[src/rtl/align_pkg.sv]
package align_pkg;

    // hidden bit + fraction + guard + round + sticky
    function automatic int work_width(input int frac_w);
        return frac_w + 4;
    endfunction

    // ceiling of log2, minimum 1
    function automatic int stage_count(input int width);
        int n;
        n = 0;
        while ((1 << n) < width) n++;
        if (n < 1) n = 1;
        return n;
    endfunction

endpackage

[src/rtl/align_stage.sv]
module align_stage #(
    parameter int W  = 27,
    parameter int SH = 1
) (
    input  logic         en,
    input  logic [W-1:0] din,
    output logic [W-1:0] dout
);
    logic [W-1:0] moved;
    logic         lost_or;

    always_comb begin
        moved   = din >> SH;
        // positions SH..0 land on or below the sticky slot
        lost_or = |din[SH:0];
        if (en) dout = {moved[W-1:1], lost_or};
        else    dout = din;
    end
endmodule

[src/rtl/align_range_det.sv]
module align_range_det #(
    parameter int EXP_W  = 8,
    parameter int WORK_W = 27
) (
    input  logic [EXP_W-1:0] shamt,
    output logic             over
);
    always_comb begin
        over = (32'(shamt) >= 32'(WORK_W));
    end
endmodule

[src/rtl/align_shifter.sv]
module align_shifter
    import align_pkg::*;
#(
    parameter int FRAC_W = 23,
    parameter int EXP_W  = 8,
    localparam int SIG_W   = FRAC_W + 1,
    localparam int WORK_W  = work_width(FRAC_W),
    localparam int NSTAGES = stage_count(work_width(FRAC_W))
) (
    input  logic              clk,
    input  logic              rst_n,
    input  logic              in_valid,
    input  logic [SIG_W-1:0]  sig_in,
    input  logic [EXP_W-1:0]  shamt,
    output logic              out_valid,
    output logic [WORK_W-1:0] aligned
);
    logic [WORK_W-1:0] chain [NSTAGES+1];
    logic [NSTAGES-1:0] sel;
    logic              over;
    logic [WORK_W-1:0] next_val;

    assign sel      = shamt[NSTAGES-1:0];
    assign chain[0] = {sig_in, 3'b000};

    genvar gi;
    generate
        for (gi = 0; gi < NSTAGES; gi++) begin : g_stage
            align_stage #(.W(WORK_W), .SH(1 << gi)) u_stage (
                .en  (sel[gi]),
                .din (chain[gi]),
                .dout(chain[gi+1])
            );
        end
    endgenerate

    align_range_det #(.EXP_W(EXP_W), .WORK_W(WORK_W)) u_range (
        .shamt(shamt),
        .over (over)
    );

    always_comb begin
        if (over) next_val = {{(WORK_W-1){1'b0}}, |sig_in};
        else      next_val = chain[NSTAGES];
    end

    always_ff @(posedge clk) begin
        if (!rst_n) begin
            out_valid <= 1'b0;
            aligned   <= '0;
        end else begin
            out_valid <= in_valid;
            if (in_valid) aligned <= next_val;
        end
    end
endmodule

[config.mk]
export PLATFORM = sky130hd
export DESIGN_NAME = align_shifter
export DESIGN_NICKNAME = d
export VERILOG_FILES = /design/src/rtl/align_pkg.sv /design/src/rtl/align_stage.sv /design/src/rtl/align_range_det.sv /design/src/rtl/align_shifter.sv
export SDC_FILE = /design/constraint.sdc
export NUM_CORES = 1
export LEC_CHECK = 0
export BUFFER_PORTS_ARGS = -buffer_cell sky130_fd_sc_hd__buf_2
export CORE_MARGIN = 3
export CORE_UTILIZATION = 59
export CTS_BUF_LIST = sky130_fd_sc_hd__clkbuf_4
export DETAILED_ROUTE_END_ITERATION = 10
export GPL_TIMING_DRIVEN = 0
export MAX_ROUTING_LAYER = met4
export PLACE_DENSITY = 0.88
export SLEW_MARGIN = 20
export SYNTH_ARGS = -nofsm -noshare
export SYNTH_HDL_FRONTEND = slang
export SYNTH_SLANG_ARGS = --single-unit
[constraint.sdc]
create_clock -name clk -period 4 [get_ports clk]
set_clock_uncertainty 0.1 [all_clocks]
set_input_delay 0.2 -clock clk [delete_from_list [all_inputs] [get_ports clk]]
set_output_delay 0.2 -clock clk [all_outputs]
set_load 0.01 [all_outputs]
==> qor.tcl <==
set qor(status) {finished with violations}
set qor(violations) {hold timing}
set qor(grt_setup_unrepaired) {false}
set qor(final.setup.tns_ns) 0
set qor(syn_to_final_growth_pct) 17.3
set qor(antenna_cells) 0
set qor(crit_chain) {buf_2, buf_2, buf_2, mux4_2, a21oi_1, a21oi_1, nor4b_2, a31o_1, o211ai_1}
set qor(tritoncts_clock_tree) {built}
set qor(vias_per_cell) 6.67
set qor(worst_path_class_setup) {in2reg}
set qor(fin_cells) 367
set qor(grt_pass1_wl_um) 11300
set qor(async_flop_share_pct) 0
set qor(synth_fp_nets) 290
set qor(pin_count) 63
set qor(holdWs_ns) -0.00485
set qor(number_of_global_route_vias_before_repair) 2349
set qor(critical_path.n_buffers_inverters) 3
set qor(dr_total_vias) 2449
set qor(globalplace.congestion) 1.01
set qor(chipWidth_um) 69.6
set qor(finalMaxSlewViolations) 0
set qor(synth_edf_count) 0
set qor(ctsResizeCount) 0
set qor(crit_required_ns) 4.14
set qor(port-buffer-count) 60
set qor(synth_seq_area_share_pct) 23.5
set qor(post-route-min-period_ns) 2.41
set qor(design.die.area_um2) 4850
set qor(netlist_instances) 255
set qor(start_util_pct) 63.4
set qor(detailedRoute.firstPassIterationCount) 6
set qor(synthesis.area_um2) 2390
set qor(detail_route.wl_per_cell_um) 19.3
set qor(post_cts_hold_buffer_count) 0
set qor(postRouteWirelength_um) 7090
set qor(ctsHtreeMaxLevel) 1
set qor(design.final.nets) 355
set qor(static-leakage-power_uw) 0.00115
set qor(actual_slew_at_the_worst_max_slew_pin_ns) 0.813
set qor(post-route-period-util_pct) 60.4
set qor(arrival_ns) 2.56
set qor(cts_post_setup_buffers_inserted) 0
set qor(fmax_mhz) 414
set qor(placedCellCount) 363
set qor(critical_path.endpoint_type) {flip-flop}
set qor(drv.max_cap_violation_count) 0
set qor(layout_setup_ws_ns) 1.59
set qor(hold_path_class) {in2reg}
set qor(power.density_cell_area_nw_per_um2) 256
set qor(timing.critical_path.from_type) {input pin}
set qor(remaining_drc_errors) 0
set qor(postSynthRegisterBits) 28
set qor(drt_antenna_net_count) 0
set qor(synth_flop_cell) {dfxtp_1}
set qor(critical-path-slowest-cell) {a21oi_1}
set qor(clkSlewWorstSetupHoldPaths_ns) 0.16
set qor(netlist-cell-type-count) 55
set qor(layout-drive-gt1-share_pct) 33.9
set qor(yosysWarnings) 0
set qor(timing.max_slew.rel_slack_pct) 45.7
set qor(avg_synthesized_cell_area_um2) 9.37
set qor(hpwlAfterDp_um) 5570
set qor(placementRows) 22
set qor(clock_sinks) 28
set qor(setup-violations-final) 0
set qor(combined_global_route_utilization_of_all_metal_layers_pct) 29.4
set qor(detailedRoute.firstIterationViolations) 226
set qor(initial_antenna_violation_count) 0
set qor(cts-root-buf) {clkbuf_4}
set qor(fillerInstances) 282
set qor(worst_path_most_repeated_cell) {buf_2}
set qor(numCtsBuffers) 3
set qor(cp_max_fo) 10
set qor(pin_count_of_the_biggest_net_entering_global_routing) 17
set qor(cpPeakStageDelay_ns) 0.37
set qor(insertion_delay_ns) 0.34
set qor(cpLargestDelayFamily) {compound AO/OA/AOI/OAI gates}
set qor(dpl_worst_slack_ns) 1.34
set qor(final_hold_viol_count) 1
set qor(cts.path.max_buffers) 2
set qor(gr-total-overflow) 0
set qor(vdd_drop_max_uv) 167
set qor(core_um2) 3770
set qor(floorplan.die.height_um) 69.6
## final timing paths
path / cells after the start / slack (ns) / to / from
worst min register to register: 2 / 0.39 / aligned[0] / aligned[0]
worst max register to register: 2 / 3.05 / aligned[8] / aligned[8]
worst min-delay path: 2 / -0.005 / out_valid / rst_n
worst max-delay path: 9 / 1.59 / aligned[0] / shamt[1]
## layout make-up
| type | instances | area [um^2] | share of cell area, % |
|---|---|---|---|
| buffer | 20 | 96.3 | 3.44 |
| clock buffer | 3 | 22.5 | 0.804 |
| clock inverter | 1 | 30.0 | 1.07 |
| inverter | 4 | 15.0 | 0.536 |
| multi-input combinational | 203 | 1720 | 61.3 |
| sequential | 28 | 561 | 20.0 |
| tap | 48 | 60.1 | 2.14 |
| timing repair buffer | 60 | 300 | 10.7 |
## per-layer routing
layer | track usage, % | wire, um
met5 | - | 0
met4 | 6.60 | 92
met3 | 5.22 | 697
met2 | 47.9 | 3420
met1 | 38.4 | 2890
## worst register-to-register path: cells and delay by family, from the launching register on
kind	cells	cell delay, ns
simple gates	1	0.08
flops	1	0.34
compound gates	1	0.33
## through the flow
stage          cell area [um^2]  total power (uW)  utilization (%)
5_1_grt                    2800               738             74.3
3_3_place_gp               2750               518             72.9
4_1_cts                    2800               708             74.3
6_report                   2800               718             74.3
2_1_floorplan              2390               449                -
3_5_place_dp               2750               524             72.9
## report_power, final
part           leakage, uW  total (uW)  internal, uW  switching, uW
Combinational     0.000891         241           105            136
Sequential        0.000226         284           283           1.53
Clock            0.0000279         192           102           90.4
## synth_stat cells, types with 2 or more instances
cell	n	share of area, %
o211ai_1	3	0.94
inv_1	2	0.31
a21boi_0	2	0.63
nor3_1	5	1.0
a211oi_1	3	0.94
buf_2	8	1.7
a221oi_1	2	0.73
a21oi_1	13	2.7
mux2_2	8	3.8
o21ai_1	2	0.42
nand2_1	25	3.9
dfxtp_1	28	23
mux2i_1	20	8.4
nor4_1	7	1.8
mux4_2	21	20
o21ai_0	6	1.3
nor3b_1	2	0.63
nor2_1	11	1.7
o22ai_1	6	1.6
a22oi_1	8	2.5
nor2b_1	20	5.2
and4b_1	2	0.84
o2bb2ai_1	3	1.1
clkbuf_1	9	1.4
o21a_1	3	0.94
and2_1	7	1.8
## layout by cell type (no fill, tap or decap), types with 5 or more instances in the layout
cell type,count
a21oi_1,13
and2_1,7
mux2_2,8
dfxtp_1,28
mux2i_1,20
a22oi_1,8
nor4_1,7
nand2_1,25
nor2b_1,20
clkbuf_1,9
nor3_1,5
buf_2,68
o21ai_0,6
mux4_2,21
o22ai_1,6
nor2_1,11
## kinds of logic after synthesis
| logic type | synth area share (%) |
|---|---|
| buffers and inverters | 4.66 |
| DFF | 23.5 |
| AOI/OAI and AO/OA | 18.1 |
| and+or+nand+nor | 20.4 |
| muxes | 33.4 |
## registers in the layout (all words and copies together), names as in the netlist
| name | count |
|---|---|
| aligned | 27 |
| out_valid | 1 |
Note: power is estimated with default switching activity, not from simulation.
